===== src/rtl/cla_pkg.sv =====
package cla_pkg;
  typedef enum logic [1:0] {
    SRC_L1  = 2'd0,
    SRC_L2  = 2'd1,
    SRC_MEM = 2'd2
  } src_e;
endpackage


===== src/rtl/cla_l1_dir.sv =====
module cla_l1_dir #(
  parameter int TAG_W = 24,
  parameter int WAYS  = 4,
  parameter int AGE_W = 8
) (
  input  logic             clk_i,
  input  logic             rst_ni,
  input  logic             lookup_i,
  input  logic [TAG_W-1:0] tag_i,
  output logic             hit_o
);
  localparam int WAY_W = $clog2(WAYS);
  localparam logic [AGE_W-1:0] AGE_MAX = '1;

  logic [WAYS-1:0]  vld_q;
  logic [TAG_W-1:0] tag_q [WAYS];
  logic [AGE_W-1:0] age_q [WAYS];
  logic [WAYS-1:0]  hit_vec;
  logic [WAY_W-1:0] hit_way, vict_way, tgt_way;

  for (genvar g = 0; g < WAYS; g++) begin : g_cmp
    assign hit_vec[g] = vld_q[g] && (tag_q[g] == tag_i);
  end

  assign hit_o = |hit_vec;

  // victim: first invalid way, else oldest (ties -> lowest index)
  always_comb begin
    logic found_inv;
    logic [AGE_W-1:0] best;
    found_inv = 1'b0;
    vict_way  = '0;
    best      = age_q[0];
    hit_way   = '0;
    for (int i = 0; i < WAYS; i++) begin
      if (hit_vec[i]) hit_way = WAY_W'(i);
      if (!vld_q[i] && !found_inv) begin
        found_inv = 1'b1;
        vict_way  = WAY_W'(i);
      end
    end
    if (!found_inv) begin
      for (int i = 1; i < WAYS; i++) begin
        if (age_q[i] > best) begin
          best     = age_q[i];
          vict_way = WAY_W'(i);
        end
      end
    end
  end

  assign tgt_way = hit_o ? hit_way : vict_way;

  for (genvar g = 0; g < WAYS; g++) begin : g_way
    always_ff @(posedge clk_i or negedge rst_ni) begin
      if (!rst_ni) begin
        vld_q[g] <= 1'b0;
        tag_q[g] <= '0;
        age_q[g] <= '0;
      end else if (lookup_i) begin
        if (tgt_way == WAY_W'(g)) begin
          age_q[g] <= '0;
          if (!hit_o) begin
            vld_q[g] <= 1'b1;
            tag_q[g] <= tag_i;
          end
        end else if (age_q[g] != AGE_MAX) begin
          age_q[g] <= age_q[g] + 1'b1;
        end
      end
    end
  end

  AST_L1_ONE_MATCH: assert property (@(posedge clk_i) disable iff (!rst_ni)
    $onehot0(hit_vec));
  AST_L1_TOUCH_YOUNG: assert property (@(posedge clk_i) disable iff (!rst_ni)
    lookup_i |=> vld_q[$past(tgt_way)] && age_q[$past(tgt_way)] == '0);
endmodule


===== src/rtl/cla_l2_dir.sv =====
module cla_l2_dir #(
  parameter int TAG_W = 20,
  parameter int SETS  = 4
) (
  input  logic                    clk_i,
  input  logic                    rst_ni,
  input  logic                    lookup_i,
  input  logic [$clog2(SETS)-1:0] idx_i,
  input  logic [TAG_W-1:0]        tag_i,
  output logic                    hit_o
);
  localparam int IDX_W = $clog2(SETS);

  logic [SETS-1:0]  vld_q;
  logic [TAG_W-1:0] tag_q [SETS];

  assign hit_o = vld_q[idx_i] && (tag_q[idx_i] == tag_i);

  for (genvar g = 0; g < SETS; g++) begin : g_set
    always_ff @(posedge clk_i or negedge rst_ni) begin
      if (!rst_ni) begin
        vld_q[g] <= 1'b0;
        tag_q[g] <= '0;
      end else if (lookup_i && !hit_o && idx_i == IDX_W'(g)) begin
        vld_q[g] <= 1'b1;
        tag_q[g] <= tag_i;
      end
    end
  end

  AST_L2_RESIDENT: assert property (@(posedge clk_i) disable iff (!rst_ni)
    lookup_i |=> vld_q[$past(idx_i)] && tag_q[$past(idx_i)] == $past(tag_i));
endmodule


===== src/rtl/cla_lat_acc.sv =====
module cla_lat_acc
  import cla_pkg::*;
#(
  parameter int LAT_W   = 11,
  parameter int ACC_W   = 32,
  parameter int L1_LAT  = 1,
  parameter int L2_LAT  = 10,
  parameter int MEM_LAT = 1000
) (
  input  logic             clk_i,
  input  logic             rst_ni,
  input  logic             req_i,
  input  logic             l1_hit_i,
  input  logic             l2_hit_i,
  output logic             l1_hit_o,
  output logic             l2_hit_o,
  output logic [LAT_W-1:0] lat_o,
  output logic [ACC_W-1:0] total_o
);
  localparam int SUM_W = ACC_W + 1;
  localparam logic [LAT_W-1:0] LAT_A = LAT_W'(L1_LAT);
  localparam logic [LAT_W-1:0] LAT_B = LAT_W'(L1_LAT + L2_LAT);
  localparam logic [LAT_W-1:0] LAT_C = LAT_W'(L1_LAT + L2_LAT + MEM_LAT);

  src_e             src;
  logic [LAT_W-1:0] lat_d;
  logic [SUM_W-1:0] sum;

  always_comb begin
    if (l1_hit_i)      src = SRC_L1;
    else if (l2_hit_i) src = SRC_L2;
    else               src = SRC_MEM;
    unique case (src)
      SRC_L1:  lat_d = LAT_A;
      SRC_L2:  lat_d = LAT_B;
      default: lat_d = LAT_C;
    endcase
  end

  assign sum = {1'b0, total_o} + SUM_W'(lat_d);

  always_ff @(posedge clk_i or negedge rst_ni) begin
    if (!rst_ni) begin
      l1_hit_o <= 1'b0;
      l2_hit_o <= 1'b0;
      lat_o    <= '0;
      total_o  <= '0;
    end else if (req_i) begin
      l1_hit_o <= (src == SRC_L1);
      l2_hit_o <= (src == SRC_L2);
      lat_o    <= lat_d;
      total_o  <= sum[ACC_W] ? '1 : sum[ACC_W-1:0];
    end
  end

  AST_FLAGS_EXCL: assert property (@(posedge clk_i) disable iff (!rst_ni)
    !(l1_hit_o && l2_hit_o));
  AST_IDLE_HOLD: assert property (@(posedge clk_i) disable iff (!rst_ni)
    !req_i |=> $stable(total_o) && $stable(lat_o));
  AST_NO_WRAP: assert property (@(posedge clk_i) disable iff (!rst_ni)
    req_i |=> total_o >= $past(total_o));
  AST_LAT_CODE: assert property (@(posedge clk_i) disable iff (!rst_ni)
    req_i |=> (l1_hit_o && lat_o == LAT_A) || (l2_hit_o && lat_o == LAT_B) ||
              (!l1_hit_o && !l2_hit_o && lat_o == LAT_C));
endmodule


===== src/rtl/cache_lat_acc.sv =====
module cache_lat_acc #(
  parameter int ADDR_W   = 32,
  parameter int L1_LINE  = 256,
  parameter int L1_WAYS  = 4,
  parameter int L1_AGE_W = 8,
  parameter int L2_LINE  = 1024,
  parameter int L2_SETS  = 4,
  parameter int LAT_W    = 11,
  parameter int ACC_W    = 32,
  parameter int L1_LAT   = 1,
  parameter int L2_LAT   = 10,
  parameter int MEM_LAT  = 1000
) (
  input  logic              clk_i,
  input  logic              rst_ni,
  input  logic              req_i,
  input  logic [ADDR_W-1:0] addr_i,
  output logic              l1_hit_o,
  output logic              l2_hit_o,
  output logic [LAT_W-1:0]  lat_o,
  output logic [ACC_W-1:0]  total_o
);
  localparam int L1_OFF   = $clog2(L1_LINE);
  localparam int L1_TAG_W = ADDR_W - L1_OFF;
  localparam int L2_OFF   = $clog2(L2_LINE);
  localparam int L2_IDX_W = $clog2(L2_SETS);
  localparam int L2_TAG_W = ADDR_W - L2_OFF - L2_IDX_W;

  logic l1_hit, l2_hit;

  cla_l1_dir #(
    .TAG_W(L1_TAG_W), .WAYS(L1_WAYS), .AGE_W(L1_AGE_W)
  ) u_l1 (
    .clk_i   (clk_i),
    .rst_ni  (rst_ni),
    .lookup_i(req_i),
    .tag_i   (addr_i[ADDR_W-1:L1_OFF]),
    .hit_o   (l1_hit)
  );

  cla_l2_dir #(
    .TAG_W(L2_TAG_W), .SETS(L2_SETS)
  ) u_l2 (
    .clk_i   (clk_i),
    .rst_ni  (rst_ni),
    .lookup_i(req_i && !l1_hit),
    .idx_i   (addr_i[L2_OFF+L2_IDX_W-1:L2_OFF]),
    .tag_i   (addr_i[ADDR_W-1:L2_OFF+L2_IDX_W]),
    .hit_o   (l2_hit)
  );

  cla_lat_acc #(
    .LAT_W(LAT_W), .ACC_W(ACC_W),
    .L1_LAT(L1_LAT), .L2_LAT(L2_LAT), .MEM_LAT(MEM_LAT)
  ) u_acc (
    .clk_i   (clk_i),
    .rst_ni  (rst_ni),
    .req_i   (req_i),
    .l1_hit_i(l1_hit),
    .l2_hit_i(l2_hit),
    .l1_hit_o(l1_hit_o),
    .l2_hit_o(l2_hit_o),
    .lat_o   (lat_o),
    .total_o (total_o)
  );
endmodule


===== config.mk =====
export PLATFORM = sky130hd
export DESIGN_NAME = cache_lat_acc
export DESIGN_NICKNAME = d
export VERILOG_FILES = /design/src/rtl/cla_pkg.sv /design/src/rtl/cla_l1_dir.sv /design/src/rtl/cla_l2_dir.sv /design/src/rtl/cla_lat_acc.sv /design/src/rtl/cache_lat_acc.sv
export SDC_FILE = /design/constraint.sdc
export NUM_CORES = 1
export LEC_CHECK = 0
export BUFFER_PORTS_ARGS = -buffer_cell sky130_fd_sc_hd__buf_4
export CAP_MARGIN = 20
export CORE_AREA = 3 3 195 197
export CTS_BUF_LIST = sky130_fd_sc_hd__clkbuf_8
export DETAILED_ROUTE_END_ITERATION = 10
export DIE_AREA = 0 0 198 200
export SETUP_SLACK_MARGIN = 0.15
export SLEW_MARGIN = 10
export SYNTH_ARGS = -nofsm -noshare
export SYNTH_HDL_FRONTEND = slang
export SYNTH_SLANG_ARGS = --single-unit

===== constraint.sdc =====
create_clock -name clk_i -period 7.4 [get_ports clk_i]
set_clock_uncertainty 0.2 [all_clocks]
set_input_delay 0.74 -clock clk_i [delete_from_list [all_inputs] [get_ports clk_i]]
set_output_delay 0.74 -clock clk_i [all_outputs]
set_load 0.01 [all_outputs]

Yosys cells after proc, flatten, opt, wreduce, memory -nomap -nowiden --
Cells that the tools add are included. Widths: inputs -> output; s select.
Storage, ports and cells: register bits 261, input bits 35, output and inout bits 45, logic and storage cells 125
Cells by class: add/subtract/negate cells 5, magnitude comparators 5, equal/unequal tests 16, muxes and demuxes 36, bitwise logic cells 2, reductions and logical operators 37
Operator list (number):
- $eq 24x24->1 | 4
- $mux 8 | 12
- $bmux 20 s2 | 1
- $mux 20 | 2
- $add 32x10->33 | 1
- $add 8x1->8 const B | 4
- $mux 32 | 1
- $ne 8x8->1 const B | 4
- $gt 8x8->1 | 3
- $mux 2 | 11
- $eq 20x20->1 | 1
- $pmux 10 s2 | 1
- $logic_and 1x1->1 | 14
- $reduce_and 3->1 | 4
- $eq 2x2->1 const B | 4
- $reduce_and 2->1 | 4
- $reduce_bool 2->1 | 4
- $logic_not 1->1 | 7
- $mux 1 | 7
- $eq 2x1->1 const B | 3
- $logic_not 2->1 | 3
- $reduce_or 4->1 | 1
- $ge 3x3->1 const B | 1
- $lt 2x3->1 const B | 1
- other kinds (3) | 3

Longest topological paths before layout --
depth in word-level cells 20, depth in mapped cells 27, depth with buffers taken out 24

Cells and area by module --
From an unflattened synthesis, not the netlist that was laid out.
Unflattened totals: cell total of the unflattened synthesis 1208, area total of the unflattened synthesis 14047.2 µm²
By module, submodules not included:
- cla_l1_dir | times used 1, cells each 672, area an instance 7536.0 µm², seq. area each 3303.2 µm²
- cla_l2_dir | times used 1, cells each 285, area an instance 4185.3 µm², seq. area each 2102.0 µm²
- cla_lat_acc | times used 1, cells each 250, area an instance 2312.2 µm², seq. area each 925.9 µm²
- cache_lat_acc | times used 1, cells each 1, area an instance 13.8 µm², seq. area each 0.0 µm²

Worst setup path before layout --
OpenSTA, ideal clock, no wires.
kind reg2reg, start point register u_l1.age_q[17] in the netlist's numbering, end point register u_l1.tag_q[72] in the netlist's numbering, library setup time 0.125 ns, arrival time 5.335 ns, data required time 7.075 ns, slack 1.741 ns, stages on the path, launching flop included 27, buffers on the path 5, cells stage by stage dfrtp_1 ha_1 nor2b_1 o211ai_1 a21oi_1 o31a_1 buf_1 a21oi_1 ha_1 nor2b_1 o211ai_1 a21oi_1 o22ai_1 clkbuf_1 o21ai_0 ha_1 nor2b_1 o211ai_1 a21oi_1 o21ai_0 a41o_1 and3_1 clkbuf_1 nor2b_1 buf_2 buf_2 mux2_2
On the way: word-level cells in the longest chain between the ends 12, elaborated cells on any way between the ends 14
Ends and longest elaborated chain:
- from (decl) | line cla_l1_dir.sv:17 | logic [AGE_W-1:0] age_q [WAYS];
- from (signal, indexed assignment) | line cla_l1_dir.sv:68 | age_q[g] <= age_q[g] + 1'b1;
- $gt 8x8->1 | line cla_l1_dir.sv:44 | if (age_q[i] > best) begin
- $mux 8 | line cla_l1_dir.sv:44
- $mux 8 | line cla_l1_dir.sv:42 | if (!found_inv) begin
- $gt 8x8->1 | line cla_l1_dir.sv:44
- $mux 8 | line cla_l1_dir.sv:44
- $mux 8 | line cla_l1_dir.sv:42
- $gt 8x8->1 | line cla_l1_dir.sv:44
- $mux 2 * | line cla_l1_dir.sv:44
- $mux 2 * | line cla_l1_dir.sv:42
- $mux 2 * | line cla_l1_dir.sv:52 | assign tgt_way = hit_o ? hit_way : vict_way;
- $logic_not 2->1 * | line cla_l1_dir.sv:61 | if (tgt_way == WAY_W'(g)) begin
- $reduce_and 3->1 (no line) *
- to (signal, indexed assignment) | line cla_l1_dir.sv:65 | tag_q[g] <= tag_i;
- to (decl) | line cla_l1_dir.sv:16 | logic [TAG_W-1:0] tag_q [WAYS];
Mark *: on every way between the ends. The rest lies on a longest branch, timed or not. The select of a mux whose other input is x is not followed. A chain may end at the register's enable or synchronous reset.

Final worst setup path --
start point register u_l1.age_q[25] in the netlist's numbering, end point register u_l1.tag_q[48] in the netlist's numbering
On the way: word-level cells in the longest chain between the ends 12, elaborated cells on any way between the ends 14
Ends and longest elaborated chain (line):
- $gt 8x8->1 | cla_l1_dir.sv:44
- $mux 8 | cla_l1_dir.sv:44
- $mux 8 | cla_l1_dir.sv:42
- $gt 8x8->1 | cla_l1_dir.sv:44
- $mux 8 | cla_l1_dir.sv:44
- $mux 8 | cla_l1_dir.sv:42
- $gt 8x8->1 | cla_l1_dir.sv:44
- $mux 2 * | cla_l1_dir.sv:44
- $mux 2 * | cla_l1_dir.sv:42
- $mux 2 * | cla_l1_dir.sv:52
- $eq 2x1->1 * | cla_l1_dir.sv:61
- $reduce_and 3->1 (no line) *
Marks and branches as above.

==> reports/summary.json <==
{
  "status": {"value": "completed"},
  "critPathLaunchType": {"value": "register"},
  "synth_top_cells_by_area": {"value": "sky130_fd_sc_hd__dfrtp_1, sky130_fd_sc_hd__mux2_2, sky130_fd_sc_hd__xnor2_1, sky130_fd_sc_hd__xor2_1, sky130_fd_sc_hd__mux4_2"},
  "cts_hold_buffers": {"value": 0},
  "drive_above_1_share": {"value": 29.9, "unit": "%"},
  "synth.avg_cell_area": {"value": 11.7, "unit": "µm²"},
  "gr-max-usage-layer": {"value": "met2"},
  "synthesized_cell_area": {"value": 13500, "unit": "µm²"},
  "worst_ep_arrival_time": {"value": 6.50, "unit": "ns"},
  "ant_nets": {"value": 0},
  "cts_tree": {"value": "done"},
  "yosys_register_bits": {"value": 253},
  "r2r_setup_slack": {"value": 1.14, "unit": "ns"},
  "final_period_minus_worst_setup_slack": {"value": 6.26, "unit": "ns"},
  "period_share": {"value": 84.6, "unit": "%"},
  "replace_congestion": {"value": 0.766},
  "max-slew-margin-rel": {"value": 36.8, "unit": "%"},
  "place_hpwl": {"value": 20500, "unit": "µm"},
  "critical_path.max_stage_delay": {"value": 0.57, "unit": "ns"},
  "worst_skew_pair.late_latency": {"value": 0.58, "unit": "ns"},
  "dr_total_vias": {"value": 9007},
  "die_area": {"value": 39600, "unit": "µm²"},
  "placedInstanceArea": {"value": 14300, "unit": "µm²"},
  "clock-sinks": {"value": 253},
  "dpl_worst_slack": {"value": 1.19, "unit": "ns"},
  "initial_core_util": {"value": 36.9, "unit": "%"},
  "critical_path_capture_point_type": {"value": "register"},
  "detailedRoute.firstIterationViolations": {"value": 408},
  "async_reset_ff_share": {"value": 100, "unit": "%"},
  "critical-path-slowest-cell": {"value": "sky130_fd_sc_hd__o31ai_1"},
  "postLayoutCoreUtil": {"value": 42.2, "unit": "%"},
  "gr-usage-met3": {"value": 2.64, "unit": "%"},
  "synthesis.yosys.warnings": {"value": 0},
  "fin_ws": {"value": 1.14, "unit": "ns"},
  "boundaryPins": {"value": 80},
  "critical_path.endpoint": {"value": "u_l1.tag_q[48]$_DFFE_PN0P_"},
  "ctsHtreeMaxLevel": {"value": 2},
  "min-delay-path-class": {"value": "primary input to asynchronous set/reset pin"},
  "final_nets": {"value": 1288},
  "antenna_violations_before_repair": {"value": 0},
  "dr.pass1.iters": {"value": 5},
  "chipWidth": {"value": 198, "unit": "µm"},
  "worstPathCellList": {"value": "inv_1, ha_1, nor2b_1, o211ai_1, a21oi_1, o31ai_1, nand2_1, o21ai_0, ha_1, nor2b_1, o211ai_1, a21oi_1, o22ai_1, buf_4, o21ai_0, ha_1, nand4_1, or2_2, o21a_1, a221oi_1, o311a_4, or3_1, buf_4, mux2_2"},
  "synth_edf_count": {"value": 0},
  "timing.critical_path.depth": {"value": 24},
  "area_delta_synth_final": {"value": 14.4, "unit": "%"},
  "grt.met1_usage": {"value": 21.1, "unit": "%"},
  "p_per_area": {"value": 528, "unit": "nW/µm²"},
  "groute.layer.met2.usage": {"value": 26.7, "unit": "%"},
  "cts.reportedPaths.clkPinSlew": {"value": 0.06, "unit": "ns"},
  "grt_start_max_net_pins": {"value": 118},
  "synth_top_cell_area_share": {"value": 47.1, "unit": "%"},
  "insertedDiodeCount": {"value": 0},
  "setup_viol": {"value": 0},
  "grt_usage": {"value": 15.8, "unit": "%"},
  "seq_area_frac_synth": {"value": 47.1, "unit": "%"},
  "dominantRegCellSynth": {"value": "sky130_fd_sc_hd__dfrtp_1"},
  "route.detailed.drc": {"value": 0},
  "row_count": {"value": 70},
  "drt_wl_total": {"value": 30500, "unit": "µm"},
  "clockRootBuffer": {"value": "sky130_fd_sc_hd__clkbuf_8"},
  "grt_first_pass_wirelength": {"value": 50100, "unit": "µm"},
  "category_of_cells_accounting_for_the_largest_share_of_critical_path_delay": {"value": "compound AO/OA/AOI/OAI gates"},
  "routed_wire_length_per_instance": {"value": 17.7, "unit": "µm"},
  "cts-buffers-inserted": {"value": 46},
  "timing_max_transition_violations_final": {"value": 0},
  "design.core.area": {"value": 36400, "unit": "µm²"},
  "cp_data_required_time": {"value": 7.65, "unit": "ns"},
  "portBuffers": {"value": 69},
  "timing.setup.tns": {"value": 0, "unit": "ns"},
  "rsz0062_at_grt": {"value": "false"},
  "critical_path_peak_fanout": {"value": 19},
  "r2r-start": {"value": "u_l1.age_q[25]$_DFFE_PN0P_"},
  "power.ir.vdd_worst": {"value": 0.000373, "unit": "V"},
  "routed_via_density": {"value": 5.24},
  "overflow": {"value": 0},
  "postSynthCellCount": {"value": 1149},
  "netlist.top_cell.by_area": {"value": "sky130_fd_sc_hd__dfrtp_1"},
  "chip_height": {"value": 200, "unit": "µm"},
  "cell_depth_of_the_worst_flop_to_flop_path": {"value": 24},
  "first_global_vias": {"value": 9141},
  "cellLeakagePower": {"value": 6.66, "unit": "nW"},
  "worst_slew_pin_slew": {"value": 0.948, "unit": "ns"},
  "final_design_area_no_fill": {"value": 15400, "unit": "µm²"},
  "synth_cell_type_count": {"value": 61},
  "cell_repeated_most_along_the_worst_path": {"value": "sky130_fd_sc_hd__ha_1"},
  "max_cap_violations": {"value": 0},
  "worst-path-buf-inv": {"value": 3},
  "ctsLongestPathBuffers": {"value": 3},
  "max_clock_freq": {"value": 160, "unit": "MHz"},
  "cts_setup_buffers": {"value": 0},
  "path_class": {"value": "register to register"},
  "timing_hold_violations_final": {"value": 0},
  "cp_launch_point": {"value": "u_l1.age_q[25]$_DFFE_PN0P_"},
  "cts-resized-gates": {"value": 0},
  "reg2reg_to": {"value": "u_l1.tag_q[48]$_DFFE_PN0P_"}
}
registers in the layout, indices dropped and copies added (netlist names):
register,count
u_acc.total_o,32
u_acc.lat_o,4
u_l2.vld_q,4
u_l2.tag_q,80
u_l1.age_q,32
u_l1.tag_q,96
u_l1.vld_q,4
u_acc.l1_hit_o,1
synthesized netlist by cell type (all sizes together), types with 17 or more instances:
| master | instances |
|---|---|
| o21ai | 24 |
| nand3 | 27 |
| mux2 | 179 |
| nand2 | 56 |
| a21oi | 38 |
| dfrtp | 253 |
| nand4 | 49 |
| and3 | 17 |
| xnor2 | 91 |
| mux4 | 21 |
| nor4 | 18 |
| clkbuf | 23 |
| ha | 36 |
| xor2 | 61 |
| nor2 | 61 |
| inv | 30 |
| buf | 43 |
where the power goes:
group,switching [mW],internal (mW)
clock,0.602,0.859
combinational,2.12,2.30
sequential,0.332,1.91
logic make-up (layout without fill, tap and decap cells):
logic type,after synthesis,after routing,share of synthesized area [%]
buffers and inverters,97,199,3.41
AND/OR/NAND/NOR,282,282,11.0
AO/OA/AOI/OAI,124,124,5.88
multiplexers,203,203,19.3
flip-flops,253,253,47.1
adder cells (fa/ha/maj),37,37,3.50
XOR/XNOR,152,152,9.90
other,1,2,0.0279
stage by stage:
| stage | hold slack (ns) | instances | power (mW) |
|---|---|---|---|
| after floorplan | 0.229 | 1150 | 5.84 |
| after detailed placement | 0.255 | 1635 | 6.69 |
| after global placement | 0.246 | 1634 | 6.56 |
| after CTS | 0.0754 | 1719 | 8.20 |
| final | 0.0735 | 1720 | 8.12 |
| after global routing | 0.130 | 1720 | 8.77 |
area by class of cell:
class                      count  area (µm²)
sequential                   253        6330
clock buffer                  66         908
inverter                      31         116
fill                        3431       21100
tap                          468         586
clock inverter                18         134
multi-input combinational    800        6670
timing repair buffer          84         633
how the worst min path moves through the flow:
stage	from	end	slack, ns
4_1_cts	rst_ni	u_l1.age_q[27]$_DFFE_PN0P_	0.08
6_report	rst_ni	u_acc.total_o[20]$_DFFE_PN0P_	0.07
3_5_place_dp	u_l2.vld_q[0]$_DFFE_PN0P_	u_l2.vld_q[0]$_DFFE_PN0P_	0.25
2_1_floorplan	u_l2.vld_q[2]$_DFFE_PN0P_	u_l2.vld_q[2]$_DFFE_PN0P_	0.23
3_3_place_gp	u_l2.vld_q[0]$_DFFE_PN0P_	u_l2.vld_q[0]$_DFFE_PN0P_	0.25
5_1_grt	rst_ni	u_acc.total_o[20]$_DFFE_PN0P_	0.13
cell usage in the layout, fill, tap and decap left out, types with 36 or more instances in the layout:
cell / count
sky130_fd_sc_hd__xnor2_1: 91
sky130_fd_sc_hd__xor2_1: 61
sky130_fd_sc_hd__nor2_1: 61
sky130_fd_sc_hd__a21oi_1: 38
sky130_fd_sc_hd__buf_4: 81
sky130_fd_sc_hd__clkbuf_8: 66
sky130_fd_sc_hd__nand4_1: 49
sky130_fd_sc_hd__nand2_1: 56
sky130_fd_sc_hd__ha_1: 36
sky130_fd_sc_hd__mux2_2: 160
sky130_fd_sc_hd__inv_1: 41
sky130_fd_sc_hd__dfrtp_1: 253
layer usage:
metal  vias up  share of wire, %
li1       4254                 -
met1      4537                46
met2       160                48
met3        56               3.6
met4         0               2.4
met5         -                 0
No activity file was read; power rests on OpenSTA's default activity.
